<file path="config.mk">
export PLATFORM = sky130hd
export DESIGN_NAME = dma2d_addr_gen
export DESIGN_NICKNAME = d
export VERILOG_FILES = /design/src/rtl/dma2d_pkg.sv /design/src/rtl/dma2d_shadow.sv /design/src/rtl/dma2d_walk.sv /design/src/rtl/dma2d_addr_reg.sv /design/src/rtl/dma2d_flags.sv /design/src/rtl/dma2d_addr_gen.sv
export SDC_FILE = /design/constraint.sdc
export NUM_CORES = 1
export LEC_CHECK = 0
export CORE_MARGIN = 10
export CORE_UTILIZATION = 40
export DETAILED_ROUTE_END_ITERATION = 12
export PLACE_DENSITY_LB_ADDON = 0.08
export SETUP_SLACK_MARGIN = 0.4
export SLEW_MARGIN = 20
export SYNTH_ARGS = -nofsm -noshare
export SYNTH_HDL_FRONTEND = slang
export SYNTH_SLANG_ARGS = --single-unit
</file>
<file path="constraint.sdc">
create_clock -name clk -period 7.24 [get_ports clk]
set_clock_uncertainty 0.1 [all_clocks]
set_input_delay 1.086 -clock clk [delete_from_list [all_inputs] [get_ports clk]]
set_output_delay 1.086 -clock clk [all_outputs]
set_load 0.02 [all_outputs]
</file>
<file path="src/rtl/dma2d_pkg.sv">
package dma2d_pkg;

    // What the address register does on a given cycle.
    typedef enum logic [1:0] {
        STEP_HOLD  = 2'd0,   // nothing accepted
        STEP_ELEM  = 2'd1,   // move within a row
        STEP_ROW   = 2'd2,   // move to the next row
        STEP_FRAME = 2'd3    // final element of the rectangle accepted
    } step_e;

    typedef enum logic {
        WALK_IDLE = 1'b0,
        WALK_BUSY = 1'b1
    } walk_e;

    function automatic step_e pick_step(input logic fire,
                                        input logic last_elem,
                                        input logic last_row);
        step_e s;
        if (!fire)
            s = STEP_HOLD;
        else if (last_elem && last_row)
            s = STEP_FRAME;
        else if (last_elem)
            s = STEP_ROW;
        else
            s = STEP_ELEM;
        return s;
    endfunction

endpackage

</file>
<file path="src/rtl/dma2d_shadow.sv">
module dma2d_shadow #(
    parameter int ADDR_W = 32,
    parameter int CNT_W  = 16
) (
    input  logic              clk,
    input  logic              rst,
    input  logic              capture,
    input  logic [ADDR_W-1:0] in_start,
    input  logic [ADDR_W-1:0] in_xs,
    input  logic [ADDR_W-1:0] in_ys,
    input  logic [CNT_W-1:0]  in_xc,
    input  logic [CNT_W-1:0]  in_yc,
    input  logic              in_auto,
    output logic [ADDR_W-1:0] sh_start,
    output logic [ADDR_W-1:0] sh_xs,
    output logic [ADDR_W-1:0] sh_ys,
    output logic [CNT_W-1:0]  sh_xc,
    output logic [CNT_W-1:0]  sh_yc,
    output logic              sh_auto
);

    always_ff @(posedge clk) begin
        if (rst) begin
            sh_start <= '0;
            sh_xs    <= '0;
            sh_ys    <= '0;
            sh_xc    <= '0;
            sh_yc    <= '0;
            sh_auto  <= 1'b0;
        end else if (capture) begin
            sh_start <= in_start;
            sh_xs    <= in_xs;
            sh_ys    <= in_ys;
            sh_xc    <= in_xc;
            sh_yc    <= in_yc;
            sh_auto  <= in_auto;
        end
    end

endmodule

</file>
<file path="src/rtl/dma2d_walk.sv">
module dma2d_walk
    import dma2d_pkg::*;
#(
    parameter int CNT_W = 16
) (
    input  logic             clk,
    input  logic             rst,
    input  logic             load,
    input  logic             fire,
    input  logic [CNT_W-1:0] ld_xc,
    input  logic [CNT_W-1:0] ld_yc,
    input  logic [CNT_W-1:0] rl_xc,
    input  logic [CNT_W-1:0] rl_yc,
    output step_e            step
);

    localparam logic [CNT_W-1:0] ONE = CNT_W'(1);

    logic [CNT_W-1:0] x_left;
    logic [CNT_W-1:0] y_left;

    always_comb begin
        step = pick_step(fire, x_left == ONE, y_left == ONE);
    end

    always_ff @(posedge clk) begin
        if (rst) begin
            x_left <= '0;
            y_left <= '0;
        end else if (load) begin
            x_left <= ld_xc;
            y_left <= ld_yc;
        end else begin
            unique case (step)
                STEP_ELEM:  x_left <= x_left - ONE;
                STEP_ROW: begin
                    x_left <= rl_xc;
                    y_left <= y_left - ONE;
                end
                STEP_FRAME: begin
                    x_left <= rl_xc;
                    y_left <= rl_yc;
                end
                default: ;
            endcase
        end
    end

    // a row step is never taken on the final row
    a_r4_row_not_final: assert property (@(posedge clk) disable iff (rst)
        (step == STEP_ROW) |-> (y_left != ONE));

endmodule

</file>
<file path="src/rtl/dma2d_addr_reg.sv">
module dma2d_addr_reg
    import dma2d_pkg::*;
#(
    parameter int ADDR_W = 32
) (
    input  logic              clk,
    input  logic              rst,
    input  logic              load,
    input  logic [ADDR_W-1:0] load_addr,
    input  step_e             step,
    input  logic [ADDR_W-1:0] elem_stride,
    input  logic [ADDR_W-1:0] row_stride,
    input  logic [ADDR_W-1:0] frame_addr,
    output logic [ADDR_W-1:0] addr
);

    logic [ADDR_W-1:0] addr_nxt;

    always_comb begin
        addr_nxt = addr;
        unique case (step)
            STEP_ELEM:  addr_nxt = addr + elem_stride;
            STEP_ROW:   addr_nxt = addr + row_stride;
            STEP_FRAME: addr_nxt = frame_addr;
            default:    addr_nxt = addr;
        endcase
        if (load)
            addr_nxt = load_addr;
    end

    always_ff @(posedge clk) begin
        if (rst)
            addr <= '0;
        else
            addr <= addr_nxt;
    end

endmodule

</file>
<file path="src/rtl/dma2d_flags.sv">
module dma2d_flags (
    input  logic clk,
    input  logic rst,
    input  logic set_done,
    input  logic set_err,
    input  logic clr_done,
    input  logic clr_err,
    output logic done,
    output logic err
);

    always_ff @(posedge clk) begin
        if (rst) begin
            done <= 1'b0;
            err  <= 1'b0;
        end else begin
            if (set_done)
                done <= 1'b1;
            else if (clr_done)
                done <= 1'b0;
            if (set_err)
                err <= 1'b1;
            else if (clr_err)
                err <= 1'b0;
        end
    end

    // a clear with no simultaneous set empties the flag
    a_r9_done_clear: assert property (@(posedge clk) disable iff (rst)
        (clr_done && !set_done) |=> !done);
    a_r9_err_clear: assert property (@(posedge clk) disable iff (rst)
        (clr_err && !set_err) |=> !err);
    // a set wins over a clear
    a_r9_set_wins: assert property (@(posedge clk) disable iff (rst)
        set_done |=> done);

endmodule

</file>
<file path="src/rtl/dma2d_addr_gen.sv">
module dma2d_addr_gen
    import dma2d_pkg::*;
#(
    parameter int ADDR_W = 32,
    parameter int CNT_W  = 16
) (
    input  logic              clk,
    input  logic              rst,
    input  logic [ADDR_W-1:0] cfg_start,
    input  logic [CNT_W-1:0]  cfg_x_count,
    input  logic [ADDR_W-1:0] cfg_x_stride,
    input  logic [CNT_W-1:0]  cfg_y_count,
    input  logic [ADDR_W-1:0] cfg_y_stride,
    input  logic              cfg_auto,
    input  logic              start,
    input  logic              abort,
    input  logic              clr_done,
    input  logic              clr_err,
    output logic [ADDR_W-1:0] addr_out,
    output logic              addr_valid,
    input  logic              addr_ready,
    output logic              run,
    output logic              done,
    output logic              err
);

    walk_e             state;
    logic              accept;
    logic              cfg_ok;
    logic              load;
    logic              fire;
    step_e             step;
    logic              finish;

    logic [ADDR_W-1:0] sh_start;
    logic [ADDR_W-1:0] sh_xs;
    logic [ADDR_W-1:0] sh_ys;
    logic [CNT_W-1:0]  sh_xc;
    logic [CNT_W-1:0]  sh_yc;
    logic              sh_auto;

    always_comb begin
        cfg_ok = (cfg_x_count != '0) && (cfg_y_count != '0);
        accept = start && (state == WALK_IDLE) && !abort;
        load   = accept && cfg_ok;
        fire   = (state == WALK_BUSY) && addr_ready && !abort;
        finish = (step == STEP_FRAME) && !sh_auto;
    end

    dma2d_shadow #(.ADDR_W(ADDR_W), .CNT_W(CNT_W)) u_shadow (
        .clk      (clk),
        .rst      (rst),
        .capture  (load),
        .in_start (cfg_start),
        .in_xs    (cfg_x_stride),
        .in_ys    (cfg_y_stride),
        .in_xc    (cfg_x_count),
        .in_yc    (cfg_y_count),
        .in_auto  (cfg_auto),
        .sh_start (sh_start),
        .sh_xs    (sh_xs),
        .sh_ys    (sh_ys),
        .sh_xc    (sh_xc),
        .sh_yc    (sh_yc),
        .sh_auto  (sh_auto)
    );

    dma2d_walk #(.CNT_W(CNT_W)) u_walk (
        .clk   (clk),
        .rst   (rst),
        .load  (load),
        .fire  (fire),
        .ld_xc (cfg_x_count),
        .ld_yc (cfg_y_count),
        .rl_xc (sh_xc),
        .rl_yc (sh_yc),
        .step  (step)
    );

    dma2d_addr_reg #(.ADDR_W(ADDR_W)) u_addr (
        .clk         (clk),
        .rst         (rst),
        .load        (load),
        .load_addr   (cfg_start),
        .step        (step),
        .elem_stride (sh_xs),
        .row_stride  (sh_ys),
        .frame_addr  (sh_start),
        .addr        (addr_out)
    );

    dma2d_flags u_flags (
        .clk      (clk),
        .rst      (rst),
        .set_done (finish),
        .set_err  (accept && !cfg_ok),
        .clr_done (clr_done),
        .clr_err  (clr_err),
        .done     (done),
        .err      (err)
    );

    always_ff @(posedge clk) begin
        if (rst)
            state <= WALK_IDLE;
        else if (abort)
            state <= WALK_IDLE;
        else if (load)
            state <= WALK_BUSY;
        else if (finish)
            state <= WALK_IDLE;
    end

    assign addr_valid = (state == WALK_BUSY);
    assign run        = (state == WALK_BUSY);

    // a good start offers the start address on the next cycle
    a_r2_start_offer: assert property (@(posedge clk) disable iff (rst)
        (start && !run && !abort && cfg_x_count != '0 && cfg_y_count != '0)
        |=> (addr_valid && run && addr_out == $past(cfg_start)));

    // the final one-shot acceptance stops the walk and raises done
    a_r5_finish_stops: assert property (@(posedge clk) disable iff (rst)
        (addr_valid && addr_ready && !abort && step == STEP_FRAME && !sh_auto)
        |=> (!addr_valid && !run && done));

    // repeat mode goes back to the start address with no gap
    a_r6_restart_no_gap: assert property (@(posedge clk) disable iff (rst)
        (addr_valid && addr_ready && !abort && step == STEP_FRAME && sh_auto)
        |=> (addr_valid && addr_out == sh_start));

    // a zero count refuses the start
    a_r7_zero_refused: assert property (@(posedge clk) disable iff (rst)
        (start && !run && !abort && (cfg_x_count == '0 || cfg_y_count == '0))
        |=> (err && !addr_valid && !run));

    // a stalled offer is held
    a_r8_hold_offer: assert property (@(posedge clk) disable iff (rst)
        (addr_valid && !addr_ready && !abort)
        |=> (addr_valid && $stable(addr_out)));

    // abort empties the output and leaves done alone
    a_r11_abort: assert property (@(posedge clk) disable iff (rst)
        abort |=> (!addr_valid && !run && (done == $past(done && !clr_done))));

endmodule

</file>
# Yosys cells after proc, flatten, opt, wreduce, memory -nomap -nowiden
# Index checks and enable logic that the tools add are counted.
# classes
add_sub_neg	4
eq_ne	5
mux	15
bitwise_logic	1
reduce_logical	22
# op_table
cell	n
case mux 32 bit (3 select lines)	1
adder 32 bit	2
case mux 16 bit (2 select lines)	2
equality test 16 x 1 -> 1 bit (second input constant)	2
two-way mux 16 bit	2
two-way mux 32 bit	1
nonzero test 16 bit	2
subtractor 16 x 1 -> 16 bit (second input constant)	2
logical AND 1 bit	9
two-way mux 1 bit	6
two-way mux 2 bit	3
nonzero test 2 bit	3
nonzero test 3 bit	2
equality test 2 bit (second input constant)	2
nonzero test 4 bit	1
OR reduction 2 bit	2
zero test 1 bit	3
equality test 2 x 1 -> 1 bit (second input constant)	1
inverter 1 bit	1
# word_totals
regBits	196
in_bits	136
output_inout_bits	36
elab_cells	59

# Logic depth before layout (Yosys ltp)
# depth
depth_word	8
ltp_mapped	22
depth_no_buf	20

# Modules after synthesis
# From an unflattened synthesis, not the netlist that was laid out.
# unflattened
hier_cells	1361
hier_area_um2	11267.1
# modules_own_cells
mod	instances	cells_per_inst	area_each_um2	seq_area_each_um2
dma2d_shadow	1	416	4678.2	2582.5
dma2d_addr_reg	1	592	3932.5	640.6
dma2d_walk	1	323	2441.1	640.6
dma2d_addr_gen	1	22	145.1	20.0
dma2d_flags	1	8	70.1	40.0

# Worst setup path after synthesis
# No wires, ideal clock.
# synth_path
kind	in2reg
startpoint	in addr_ready
endpoint	reg u_addr.addr[26]
arrival_time_ps	4800
t_required_ps	7020
path_slack_ps	2220
path_stages	18
path_buffers	2
path_cell_list	nand2_1 or2_2 nor2_1 ha_1 clkbuf_1 buf_1 mux2_2 ha_1 inv_1 fa_1 nor2b_4 o2111ai_2 a211oi_1 a211oi_2 o211ai_2 a31oi_2 xnor2_1 o31a_1
# synth_via
elab_chain_cells	6
word_cells_on_any_way	9
classes_between	eq/ne: 3; mux: 3; reduce/logical: 3
# synth_rtl
item	line_no	source
from (decl)	dma2d_addr_gen.sv:21	input logic addr_ready,
logical AND 1 bit * (2 in series)	dma2d_addr_gen.sv:46	fire = (state == WALK_BUSY) && addr_ready && !abort;
two-way mux 2 bit *	dma2d_pkg.sv:20	if (!fire)
equality test 2 bit / equality test 2 x 1 -> 1 bit (equally long branches)	dma2d_addr_reg.sv:21	unique case (step)
case mux 32 bit (3 select lines)	dma2d_addr_reg.sv:21	
two-way mux 32 bit	dma2d_addr_reg.sv:27	if (load)
to (signal assigned)	dma2d_addr_reg.sv:35	addr <= addr_nxt;
to (decl)	dma2d_addr_reg.sv:14	output logic [ADDR_W-1:0] addr
# Mark *: on every way between the ends. The rest lies on a longest branch, timed or not.
# A chain may end at the register's enable or synchronous reset.

# Worst setup path after layout
# Same ends and word-level chain as after synthesis.

==> reports/results.tsv <==
metric	value	unit
outcome	complete, no violations	
Clock Latency Late Sink	0.43	ns
Root Driver	clkbuf_16	
max_cap viols	0	
Final #Nets	1639	
crit path capture	u_addr.addr[26]$_SDFFE_PP0P_	
RSZ-0062 raised after global routing	no	
peak supply drop	163.3	uV
pin count of the biggest net entering global routing	147	
final instance area	12960	sq um
final hold vios	0	
Total Wirelength	30630	um
critical path capture point type	flip-flop	
drt initial violations	566	
Hold/Removal Path Class	flip-flop to flip-flop	
R2R Path End	u_addr.addr[26]$_SDFFE_PP0P_	
clock share of power	36.8	%
setup_tns	0	ns
Post-CTS Hold Fix Bufs	0	
worst reg2reg setup slack	2.00	ns
main flop type after synthesis	dfxtp_1	
diode count	0	
worst r2r path cells	19	
vias in the first global route	9564	
chip width	182.9	um
Crit Path Max Fanout	33	
CTS tree	yes	
Slew @ Worst Pin	0.9600	ns
Pint	1.788	mW
Max-slew headroom	36.00	%
wire per inst	16.90	um
pwr/cell area	193.0	nW/um^2
Yosys Warn Count	0	
Hold Path Depth	2	
Leak	4.876	nW
Fin Hold WS	0.3553	ns
Cell Area, Placed	12400	sq um
post-DP HPWL	21460	um
synthesized cell area	10610	sq um
Sink Count	196	
CTS resizes	0	
Worst EP required	7.46	ns
Num CTS Buffers	17	
final worst slack	1.958	ns
EDFF count, synth	0	
Place WS	1.490	ns
P&R area growth vs syn	22.11	%
initial core utilization	40.73	%
Psw	0.7137	mW
vias per cell	5.337	
Ports	172	
Residual DRC	0	
Longest Clk Path Bufs	2	
placement row count	59	
Syn Area/Cell	7.821	sq um
Fmax	0.1893	GHz
DP Cell Count	1780	
post-layout min period	5.282	ns
initial antenna violation count	1	
post-synthesis cell type count	88	
Net Sw Frac	28.53	%
FF+latch count, synth	196	
GRT Resource Usage Total	17.81	%
H-Tree Depth	4	
sequential fraction of the synthesis area	36.97	%
WP data arrival	5.51	ns
Layout Cells excl Fill	1812	
max-slew violations	0	
commonest non-fill, non-tap cell in the layout	nand2_1	
Routed Antenna Nets	0	
Total Power	2.501	mW
Clock Pin Slew Worst Setup and Hold Paths	0.08	ns
die area	33450	sq um
Vert. Die Dim	182.9	um
CP startpoint	addr_ready	
syn nets	1532	
aggregate global routing overflow	0	
share of layout cells above drive strength 1	7.854	%
Post-Syn Instances	1357	
first-pass GRT wire length	49710	um
combinational power share	16.3	%
vias	9670	
Setup-failing EPs final	0	
asr flop ratio synth	0	%
DRT Pass-1 Iters	5	
most frequent cells in the layout	nand2_1, a21oi_1, dfxtp_1	
period utilization	72.95	%
Final GP Congestion	0.8765	
Crit Path Category	input pin to flip-flop	
Core Region	26060	sq um
PortBufs	171	
Reg power frac	46.9	%
fin util	49.73	%
Setup Buffers After CTS	0	
kind of start point of the critical path	input pin	
worst reg2reg path startpoint	u_walk.y_left[7]$_SDFFE_PP0P_	
[cell families after synthesis]
kind of cell	share of synthesized area, %
AO/OA/AOI/OAI	22.95
XOR/XNOR	3.549
adder cells (fa/ha/maj)	4.669
buffers and inverters	4.822
flip-flops	36.97
multiplexers	5.105
AND/OR/NAND/NOR	21.93
[how the worst min path moves through the flow]
| stage | startpoint | endpoint | slack (ns) |
|---|---|---|---|
| finish | u_shadow.sh_xs[2]$_SDFFE_PP0P_ | u_shadow.sh_xs[2]$_SDFFE_PP0P_ | 0.36 |
| global route | u_shadow.sh_xs[16]$_SDFFE_PP0P_ | u_shadow.sh_xs[16]$_SDFFE_PP0P_ | 0.37 |
| CTS | u_shadow.sh_start[14]$_SDFFE_PP0P_ | u_shadow.sh_start[14]$_SDFFE_PP0P_ | 0.35 |
| detailed placement | u_shadow.sh_xc[5]$_SDFFE_PP0P_ | u_shadow.sh_xc[5]$_SDFFE_PP0P_ | 0.34 |
| global placement | u_shadow.sh_start[14]$_SDFFE_PP0P_ | u_shadow.sh_start[14]$_SDFFE_PP0P_ | 0.34 |
| floorplan | u_shadow.sh_auto$_SDFFE_PP0P_ | u_shadow.sh_auto$_SDFFE_PP0P_ | 0.33 |
[layout make-up]
class | count | area [sq um]
Clock buffer | 19 | 442.9
Tap cell | 335 | 419.2
Inverter | 18 | 67.56
Clock inverter | 13 | 115.1
Timing Repair Buffer | 181 | 1800
Sequential cell | 196 | 3924
Multi-Input combinational cell | 1050 | 6190
Fill cell | 2613 | 13100
[cell usage after synthesis, drive strengths merged (18+ instances only)]
cell      n  area share (%)
nand3    21             1.1
dfxtp   196              37
inv      18            0.64
nor2     52             1.9
xnor2    29             2.4
clkbuf   62             2.3
nor3     18            0.90
ha       38             4.5
buf      29             1.7
mux2     33             3.5
nand2   356              13
a21oi   204             9.8
o21ai    70             3.3
a21o     21             1.5
[state kept, by name (all words and copies together), names as in the netlist]
signal             cells
u_addr.addr           32
u_shadow.sh_start     32
u_shadow.sh_xs        32
u_shadow.sh_ys        32
u_shadow.sh_xc        16
u_shadow.sh_yc        16
u_walk.x_left         16
u_walk.y_left         16
addr_valid             1
u_flags.done           1
u_flags.err            1
u_shadow.sh_auto       1
[power groups by stage]
stage                     Sequential (mW)  Combinational [mW]  Clock, mW
after global routing                 1.18               0.454      0.984
after CTS                            1.17               0.410      0.944
after detailed placement             1.20               0.408          0
final                                1.17               0.407      0.920
after floorplan                      1.20               0.248          0
after global placement               1.20               0.403          0
[critical path, stage by stage]
cell and delay, ns:
clkdlybuf4s50_1 0.45, nand2_1 0.04, or2_2 0.30, nor2_1 0.19
ha_2 0.80, mux2_2 0.30, ha_1 0.17, inv_1 0.06
fa_1 0.43, nor2b_4 0.15, o2111ai_2 0.17, a211oi_1 0.34
a211oi_2 0.13, o211ai_2 0.30, a31oi_2 0.14, xnor2_1 0.15
o31a_1 0.28
[layer usage]
| layer | GRT usage (%) | vias up | part of all wire [%] | wire [um] |
|---|---|---|---|---|
| li1 | - | 4954 | - | - |
| met1 | 23.49 | 4517 | 49 | 14860 |
| met2 | 29.25 | 178 | 46 | 13970 |
| met3 | 3.760 | 19 | 4.7 | 1439 |
| met4 | 4.035 | 2 | 1.1 | 343 |
| met5 | 0 | - | 0.065 | 20 |
Power figures use the tool's default switching activity.
